## src/rtl/mdio_mgmt_pkg.sv

```systemverilog
package mdio_mgmt_pkg;

  localparam int PRE_LEN    = 32;
  localparam int FLD_W      = 5;
  localparam int DAT_W      = 16;
  localparam int HDR_LEN    = 4 + 2 * FLD_W;
  localparam int TA_FIRST   = PRE_LEN + HDR_LEN;
  localparam int ACK_SLOT   = TA_FIRST + 1;
  localparam int DATA_FIRST = TA_FIRST + 2;
  localparam int DATA_LAST  = DATA_FIRST + DAT_W - 1;
  localparam int LAST_SLOT  = DATA_LAST + 1;
  localparam int NSLOT      = LAST_SLOT + 1;
  localparam int SLOT_W     = $clog2(NSLOT);

  localparam logic [1:0] SOF_PAT = 2'b01;
  localparam logic [1:0] OP_RD   = 2'b10;
  localparam logic [1:0] OP_WR   = 2'b01;
  localparam logic [1:0] TA_WR   = 2'b10;

  typedef logic [SLOT_W-1:0] slot_t;

  typedef struct packed {
    logic             wr;
    logic [FLD_W-1:0] phy;
    logic [FLD_W-1:0] regad;
    logic [DAT_W-1:0] wdata;
  } mdio_req_t;

  typedef struct packed {
    logic oe;
    logic dout;
  } pin_drv_t;

  function automatic logic [HDR_LEN-1:0] header_bits(mdio_req_t r);
    return {SOF_PAT, (r.wr ? OP_WR : OP_RD), r.phy, r.regad};
  endfunction

  function automatic logic is_data_slot(slot_t s);
    return (int'(s) >= DATA_FIRST) && (int'(s) <= DATA_LAST);
  endfunction

  function automatic logic is_ack_slot(slot_t s);
    return int'(s) == ACK_SLOT;
  endfunction

  function automatic logic is_last_slot(slot_t s);
    return int'(s) == LAST_SLOT;
  endfunction

  // Pin drive for a given slot of the frame.
  function automatic pin_drv_t slot_drive(mdio_req_t r, slot_t s);
    pin_drv_t             d;
    int                   i;
    logic [HDR_LEN-1:0]   hdr;
    i      = int'(s);
    hdr    = header_bits(r);
    d.oe   = 1'b1;
    d.dout = 1'b1;
    if (i < PRE_LEN) begin
      d.dout = 1'b1;
    end else if (i < TA_FIRST) begin
      d.dout = hdr[HDR_LEN-1-(i-PRE_LEN)];
    end else if (!r.wr) begin
      d.oe   = 1'b0;
      d.dout = 1'b0;
    end else if (i < DATA_FIRST) begin
      d.dout = TA_WR[1-(i-TA_FIRST)];
    end else if (i <= DATA_LAST) begin
      d.dout = r.wdata[DAT_W-1-(i-DATA_FIRST)];
    end else begin
      d.dout = 1'b1;
    end
    return d;
  endfunction

endpackage

```

## src/rtl/mdio_halfbit_timer.sv

```systemverilog
module mdio_halfbit_timer #(
  parameter int HALF = 4
) (
  input  logic clk,
  input  logic rst_n,
  input  logic run,
  output logic mdc,
  output logic sample_stb,
  output logic slot_end
);
  localparam int CW = $clog2(HALF + 1);
  localparam logic [CW-1:0] LIM = CW'(HALF - 1);

  logic [CW-1:0] cnt;
  logic          ph;      // 0: low half, 1: high half
  logic          at_end;

  always_ff @(posedge clk or negedge rst_n) begin
    if (!rst_n) begin
      cnt <= '0;
      ph  <= 1'b0;
    end else if (!run) begin
      cnt <= '0;
      ph  <= 1'b0;
    end else if (cnt == LIM) begin
      cnt <= '0;
      ph  <= ~ph;
    end else begin
      cnt <= cnt + 1'b1;
    end
  end

  assign at_end     = run && (cnt == LIM);
  assign sample_stb = at_end && !ph;
  assign slot_end   = at_end && ph;
  assign mdc        = !run || ph;

endmodule

```

## src/rtl/mdio_frame_seq.sv

```systemverilog
module mdio_frame_seq
  import mdio_mgmt_pkg::*;
(
  input  logic      clk,
  input  logic      rst_n,
  input  logic      req_start,
  input  mdio_req_t req,
  input  logic      slot_end,
  output logic      run,
  output mdio_req_t cur,
  output slot_t     slot,
  output logic      accept,
  output logic      finish,
  output logic      mdio_o,
  output logic      mdio_oe
);
  pin_drv_t drv;

  assign accept = req_start && !run;
  assign finish = slot_end && is_last_slot(slot);

  always_ff @(posedge clk or negedge rst_n) begin
    if (!rst_n) begin
      run  <= 1'b0;
      cur  <= '0;
      slot <= '0;
    end else if (accept) begin
      run  <= 1'b1;
      cur  <= req;
      slot <= '0;
    end else if (slot_end) begin
      if (is_last_slot(slot)) run <= 1'b0;
      else                    slot <= slot + 1'b1;
    end
  end

  assign drv     = slot_drive(cur, slot);
  assign mdio_oe = run && drv.oe;
  assign mdio_o  = run && drv.dout;

endmodule

```

## src/rtl/mdio_rx_capture.sv

```systemverilog
module mdio_rx_capture
  import mdio_mgmt_pkg::*;
(
  input  logic             clk,
  input  logic             rst_n,
  input  logic             accept,
  input  logic             sample_stb,
  input  slot_t            slot,
  input  logic             is_wr,
  input  logic             finish,
  input  logic             mdio_i,
  output logic [DAT_W-1:0] rd_data,
  output logic             rd_err,
  output logic             done
);
  logic             ack_hi;
  logic [DAT_W-1:0] shreg;

  always_ff @(posedge clk or negedge rst_n) begin
    if (!rst_n) begin
      ack_hi <= 1'b1;
      shreg  <= '0;
    end else if (accept) begin
      ack_hi <= 1'b1;
      shreg  <= '0;
    end else if (sample_stb) begin
      if (is_ack_slot(slot))
        ack_hi <= mdio_i;
      else if (is_data_slot(slot) && !ack_hi)
        shreg <= {shreg[DAT_W-2:0], mdio_i};
    end
  end

  always_ff @(posedge clk or negedge rst_n) begin
    if (!rst_n) begin
      rd_data <= '0;
      rd_err  <= 1'b0;
      done    <= 1'b0;
    end else begin
      done <= finish;
      if (finish) begin
        if (is_wr) begin
          rd_err <= 1'b0;
        end else begin
          rd_err  <= ack_hi;
          rd_data <= ack_hi ? '0 : shreg;
        end
      end
    end
  end

endmodule

```

## src/rtl/mdio_master.sv

```systemverilog
module mdio_master
  import mdio_mgmt_pkg::*;
#(
  parameter int DIV_HALF = 4
) (
  input  logic        clk,
  input  logic        rst_n,
  input  logic        req_start,
  input  logic        req_write,
  input  logic [4:0]  req_phy,
  input  logic [4:0]  req_reg,
  input  logic [15:0] req_wdata,
  output logic        busy,
  output logic        done,
  output logic [15:0] rd_data,
  output logic        rd_err,
  output logic        mdc,
  output logic        mdio_o,
  output logic        mdio_oe,
  input  logic        mdio_i
);
  mdio_req_t req_in;
  mdio_req_t cur_req;
  slot_t     slot_idx;
  logic      run;
  logic      accept;
  logic      finish;
  logic      sample_stb;
  logic      slot_end;

  assign req_in = '{wr: req_write, phy: req_phy, regad: req_reg, wdata: req_wdata};

  mdio_halfbit_timer #(.HALF(DIV_HALF)) u_timer (
    .clk        (clk),
    .rst_n      (rst_n),
    .run        (run),
    .mdc        (mdc),
    .sample_stb (sample_stb),
    .slot_end   (slot_end)
  );

  mdio_frame_seq u_seq (
    .clk       (clk),
    .rst_n     (rst_n),
    .req_start (req_start),
    .req       (req_in),
    .slot_end  (slot_end),
    .run       (run),
    .cur       (cur_req),
    .slot      (slot_idx),
    .accept    (accept),
    .finish    (finish),
    .mdio_o    (mdio_o),
    .mdio_oe   (mdio_oe)
  );

  mdio_rx_capture u_rx (
    .clk        (clk),
    .rst_n      (rst_n),
    .accept     (accept),
    .sample_stb (sample_stb),
    .slot       (slot_idx),
    .is_wr      (cur_req.wr),
    .finish     (finish),
    .mdio_i     (mdio_i),
    .rd_data    (rd_data),
    .rd_err     (rd_err),
    .done       (done)
  );

  assign busy = run;

endmodule

```

## config.mk

```make
export PLATFORM = sky130hd
export DESIGN_NAME = mdio_master
export DESIGN_NICKNAME = d
export VERILOG_FILES = /design/src/rtl/mdio_mgmt_pkg.sv /design/src/rtl/mdio_halfbit_timer.sv /design/src/rtl/mdio_frame_seq.sv /design/src/rtl/mdio_rx_capture.sv /design/src/rtl/mdio_master.sv
export SDC_FILE = /design/constraint.sdc
export NUM_CORES = 1
export LEC_CHECK = 0
export CAP_MARGIN = 20
export CORE_UTILIZATION = 25
export DETAILED_ROUTE_END_ITERATION = 8
export SYNTH_ARGS = -nofsm -noshare
export SYNTH_HDL_FRONTEND = slang
export SYNTH_SLANG_ARGS = --single-unit
```

## constraint.sdc

```tcl
create_clock -name clk -period 3.1 [get_ports clk]
set_clock_uncertainty 0.1 [all_clocks]
set_input_delay 0.31 -clock clk [delete_from_list [all_inputs] [get_ports clk]]
set_output_delay 0.31 -clock clk [all_outputs]
set_load 0.005 [all_outputs]
```

# [Word level (Yosys, flattened, before mapping)]
# Index checks and enable logic that the tools add are counted.
[word_totals] register_bits=74 latch_bits=0 ram_bits=0 rom_bits=0 in_bits=31 output_inout_bits=22 word_cells=97 mem_count=0
[classes] addsub=8 n_mul=0 div_mod_pow=0 n_lt_le_gt_ge=8 eq_ne=6 n_shift=0 n_mux=37 n_bitwise=2 reduce_logical=23
[op_table] op="$mux 16" n=5
[op_table] op="$lt 32x6->1 const B" n=2
[op_table] op="$sub 5x32->32 const A" n=2
[op_table] op="$lt 32x3->1 const B" n=1
[op_table] op="$sub 2x32->32 const A" n=1
[op_table] op="$mux 1" n=24
[op_table] op="$sub 7x6->8 const B" n=3
[op_table] op="$lt 7x6->1 const B" n=3
[op_table] op="$mux 7" n=3
[op_table] op="$eq 7x7->1 const B" n=2
[op_table] op="$reduce_bool 2->1" n=5
[op_table] op="$logic_and 1x1->1" n=9
[op_table] op="$bmux 1 s4" n=2
[op_table] op="$reduce_and 2->1" n=4
[op_table] op="$add 7x1->7 const B" n=1
[op_table] op="$ge 7x6->1 const B" n=1
[op_table] op="$le 7x6->1 const B" n=1
[op_table] op="$mux 3" n=2
[op_table] op="$ne 2x2->1 const B" n=3
[op_table] op="$add 3x1->3 const B" n=1
[op_table] op="$eq 3x2->1 const B" n=1
[op_table] op="$logic_not 1->1" n=3
[op_table] op="$reduce_and 3->1" n=1
[op_table] op="$mux 2" n=1
[op_table] op="other kinds (2)" n=3

# [Longest topological paths before layout]
[depth] depth_word=11 mapped_depth=8 mapped_depth_nobuf=7

# [Cells and area by module]
# A second synthesis with hierarchy kept.
[hier_totals] cells_unflattened=299 hier_area_um2=3533.4
[by_module_without_submodules] module="mdio_frame_seq" n_inst=1 cells_per_inst=147 area_each_um2=1815.5 seq_area_each_um2=875.8
[by_module_without_submodules] module="mdio_rx_capture" n_inst=1 cells_per_inst=136 area_each_um2=1532.7 seq_area_each_um2=877.1
[by_module_without_submodules] module="mdio_halfbit_timer" n_inst=1 cells_per_inst=16 area_each_um2=185.2 seq_area_each_um2=100.1

# [Worst setup path before layout]
# No wires, ideal clock.
[synth_timing] kind="register -> register" start="register u_seq.slot[1]" end="register u_rx.rd_data[10]" setup_time_ns=0.125 arrival_ns=2.343 t_required_ns=2.875 slack_ns=0.533 stages_incl_launch_ff=9 path_buffers=2 synth_period_minus_slack_ns=2.567 path_cell_list="dfrtp_1 clkbuf_1 inv_1 ha_1 nand3_1 or4_1 nor2_4 buf_4 mux2_2"
[synth_via] elab_chain_len=3
[synth_lines] item="start: declaration" line="mdio_frame_seq.sv:11" rtl="output slot_t slot,"
[synth_lines] item="start signal: assignment" line="mdio_frame_seq.sv:33" rtl="else slot <= slot + 1'b1;"
[synth_lines] item="$eq 7x7->1" line="mdio_mgmt_pkg.sv:47" rtl="return int'(s) == LAST_SLOT;"
[synth_lines] item="$logic_and 1x1->1" line="mdio_frame_seq.sv:20" rtl="assign finish = slot_end && is_last_slot(slot);"
[synth_lines] item="$reduce_and 2->1 (no line)"
[synth_lines] item="end signal: assignment" line="mdio_rx_capture.sv:46" rtl="rd_data <= ack_hi ? '0 : shreg;"
[synth_lines] item="end: declaration" line="mdio_rx_capture.sv:12" rtl="output logic [DAT_W-1:0] rd_data,"
# Every way passes these cells.
# A chain may end at the register's enable or synchronous reset.

# [Worst setup path in the final report]
[layout_timing] start="register u_seq.slot[0]" end="output mdio_o"
[layout_via] elab_chain_len=11 word_cells_on_any_way=25 cone_classes="add/sub: 6; order compare: 4; mux: 14; reduce/logical: 1"
[layout_lines] item="$sub 7x6->8" line="mdio_mgmt_pkg.sv:69" rtl="d.dout = r.wdata[DAT_W-1-(i-DATA_FIRST)];"
[layout_lines] item="$sub 5x32->32" line="mdio_mgmt_pkg.sv:69"
[layout_lines] item="$bmux 1 s4" line="mdio_mgmt_pkg.sv:69"
[layout_lines] item="$mux 1 (not written as such) (2 in series)" line="mdio_mgmt_pkg.sv:69"
[layout_lines] item="$mux 1" line="mdio_mgmt_pkg.sv:68" rtl="end else if (i <= DATA_LAST) begin"
[layout_lines] item="$mux 1" line="mdio_mgmt_pkg.sv:66" rtl="end else if (i < DATA_FIRST) begin"
[layout_lines] item="$mux 1" line="mdio_mgmt_pkg.sv:63" rtl="end else if (!r.wr) begin"
[layout_lines] item="$mux 1" line="mdio_mgmt_pkg.sv:61" rtl="end else if (i < TA_FIRST) begin"
[layout_lines] item="$mux 1 *" line="mdio_mgmt_pkg.sv:59" rtl="if (i < PRE_LEN) begin"
[layout_lines] item="$logic_and 1x1->1 *" line="mdio_frame_seq.sv:39" rtl="assign mdio_o = run && drv.dout;"
[layout_lines] item="end: declaration" line="mdio_master.sv:18" rtl="output logic mdio_o,"
# Mark *: on every way between the ends. The rest lies on a longest branch, timed or not. The select of a mux whose other input is x is not followed.

==> flow_summary.toml <==
[clock_tree]
clk_pin_slew_ns = 0.05
htreeDepth = 3
cts-root-to-sink-buffers = 2
tritoncts = "done"
library_cell_used_as_clock_root_buffer = "clkbuf_16"
tritoncts_num_sinks = 74
cts_buffers = 9
clock_latency_ns = 0.34

[synthesis]
synth_seq_cells = 74
netlist.area_leader.share_pct = 52.6
dominantRegCellSynth = "dfrtp_1"
post-synth-top-area-cell = "dfrtp_1"
yosys_warning_count = 0
count_of_distinct_cell_types_in_the_synthesized_netlist = 46
post_synth_instance_area_um2 = 3470
avgSynthCellArea_um2 = 12.5
synth-async-reset-ratio_pct = 100
mappedNetlistNets = 315
synth_edf_count = 0
synth_top_cells_by_area = "dfrtp_1, mux2_2, mux2i_1"
synth_sequential_area_ratio_pct = 53.4
netlist_instances = 277

[timing]
period_share_pct = 96.9
finalHoldWorstSlack_ns = 0.0190
setup_total_negative_slack_ns = 0
worst_slew_margin_rel_pct = 36.6
worst_slew_pin_slew_ns = 0.951
finalCriticalPeriod_ns = 3.00
max_freq_mhz = 333
setup-violations-final = 0
finalHoldViolCount = 0
final_max_slew_viols = 0

[detailed_routing]
drc = 0
ant_nets = 0
detail_routed_via_count_per_cell = 4.39
wl_per_cell_um = 13.8
drt_pre_antenna_iters = 4
drt_wl_total_um = 7140
drt-initial-drc-count = 122
vias = 2276

[grt]
number_of_antenna_violations_at_the_first_check_in_global_routing = 0
first_pass_grt_wire_length_um = 11800
grt_start_max_net_pins = 75
first_global_vias = 2392
global_route.usage.total_pct = 10.8
grt-ovfl-total = 0

[outcome]
status = "finished clean"

[final_layout]
layout.cells.most_common = "dfrtp_1"
layout.core_utilization_pct = 34.2
layout_common_cells = "dfrtp_1, clkdlybuf4s50_1, mux2_2"
synthToLayoutAreaGrowth_pct = 32.0
diodes = 0
post_route_cells_drive_above_1_share_pct = 24.8
design_area_um2 = 4580
layout.area.seq_um2 = 1860
multi_input_area_um2 = 1550
fillerInstances = 1307
finalNetCount = 376

[floorplan]
core-area_um2 = 13400
die-area_um2 = 14400
start_util_pct = 25.9
floorplan.io_pins = 53
fp-row-count = 42
chipWidth_um = 120
fp.dieH_um = 120

[min_path]
hold_path_class = "in2async"

[job]
maxCapViolations = 0

[pwr]
power.static_leakage_nw = 1.93
p_total_mw = 3.47
power_density_nw_per_um2 = 757
irDropWorstVdd_mv = 0.326

[place]
numPortBuffers = 52
placedInstanceArea_um2 = 4190
dp.final_hpwl_um = 4890
gp_congestion = 0.818

[critical_path]
cp.arrival_ns = 2.59
crit_required_ns = 2.69
critical_path.endpoint_type = "output pin"
timing.critical_path.fanout_max = 10
critPathLaunchType = "flop"
worstSetupPathType = "reg2out"
[cells by family (layout without fill, tap and decap cells)]
kind of cell             Yosys count  count (layout)  share of synthesized area (%)
AND/OR/NAND/NOR                   84              84                           13.5
buffers and inverters             20              86                           2.56
multiplexers                      69              69                           22.9
flip-flops                        74              74                           53.4
XOR/XNOR                           7               7                           1.77
AO/OA/AOI/OAI                     16              16                           3.42
adder cells (fa/ha/maj)            7               7                           2.52
[through the flow]
stage / cells / worst slack, ns
after global placement: 496 / 0.279
final: 519 / 0.0972
after floorplan: 277 / 0.533
after global routing: 519 / -0.00737
after CTS: 512 / 0.0136
after detailed placement: 496 / 0.199
[flip-flops by register name, summed over array words and instances (netlist names)]
register	count
u_timer.cnt	3
u_seq.run	1
u_seq.slot	7
u_rx.rd_data	16
u_rx.done	1
u_timer.ph	1
u_seq.cur	27
u_rx.rd_err	1
u_rx.ack_hi	1
u_rx.shreg	16
[path summary, 6_finish.rpt]
path	start	endpoint	slack, ns	cells past startpoint
max	u_seq.slot[0]$_DFFE_PN0P_	mdio_o	0.1	5
min reg2reg	u_timer.cnt[0]$_DFF_PN0_	u_timer.cnt[0]$_DFF_PN0_	0.34	1
max reg2reg	u_seq.slot[0]$_DFFE_PN0P_	u_rx.rd_data[15]$_DFFE_PN0P_	0.46	7
min	rst_n	u_seq.cur[6]$_DFFE_PN0P_	0.02	1
max in group asynchronous	rst_n	u_seq.slot[2]$_DFFE_PN0P_	2.21	1
min in group clk	u_timer.cnt[0]$_DFF_PN0_	u_timer.cnt[0]$_DFF_PN0_	0.34	1
[timing repair]
| action | 4_1_cts | 5_1_grt |
|---|---|---|
| setup buffers | 0 | 7 |
| gates resized for setup | 2 | 4 |
| pin swaps | 0 | 1 |
| hold buffers | 0 | 0 |
| setup endpoints to repair | 1 | 1 |
[critical path: stages, from the launching register on]
cell and delay (ns):
dfrtp_2 0.48, mux4_2 0.52, and2_1 0.17, a2111oi_1 0.46
o32ai_2 0.17, clkdlybuf4s50_1 0.47
[final cells by class]
class / count / area share (%)
Sequential cell: 74 / 40.5
Multi-Input combinational cell: 183 / 33.9
Timing Repair Buffer: 65 / 13.7
Clock buffer: 11 / 5.51
Tap cell: 176 / 4.80
Clock inverter: 5 / 1.15
Inverter: 5 / 0.410
[cells in the mapped netlist, types with 3 or more instances]
master,n
xor2_1,4
nand3_1,5
nand2b_1,4
mux2_1,3
dfrtp_1,73
nor2b_1,18
clkbuf_1,8
nand3b_1,3
mux2i_1,22
xnor2_1,3
ha_1,7
mux2_2,40
a21oi_1,4
mux4_2,4
nor2_1,29
nand2_1,7
buf_1,3
inv_1,5
[power breakdown]
part / switching (mW) / total, mW / leakage (nW) / internal (mW)
clock: 0.398 / 1.06 / 0.151 / 0.662
sequential: 0.239 / 1.48 / 0.954 / 1.25
combinational: 0.361 / 0.923 / 0.825 / 0.562
[metal layers]
| layer | track usage (%) | vias up | wire length, um |
|---|---|---|---|
| met4 | 6.41 | 0 | 167 |
| li1 | - | 1084 | - |
| met3 | 2.90 | 10 | 304 |
| met5 | 0 | - | 0 |
| met2 | 15.8 | 44 | 3220 |
| met1 | 14.2 | 1138 | 3450 |
No activity file was read; power rests on OpenSTA's default activity.
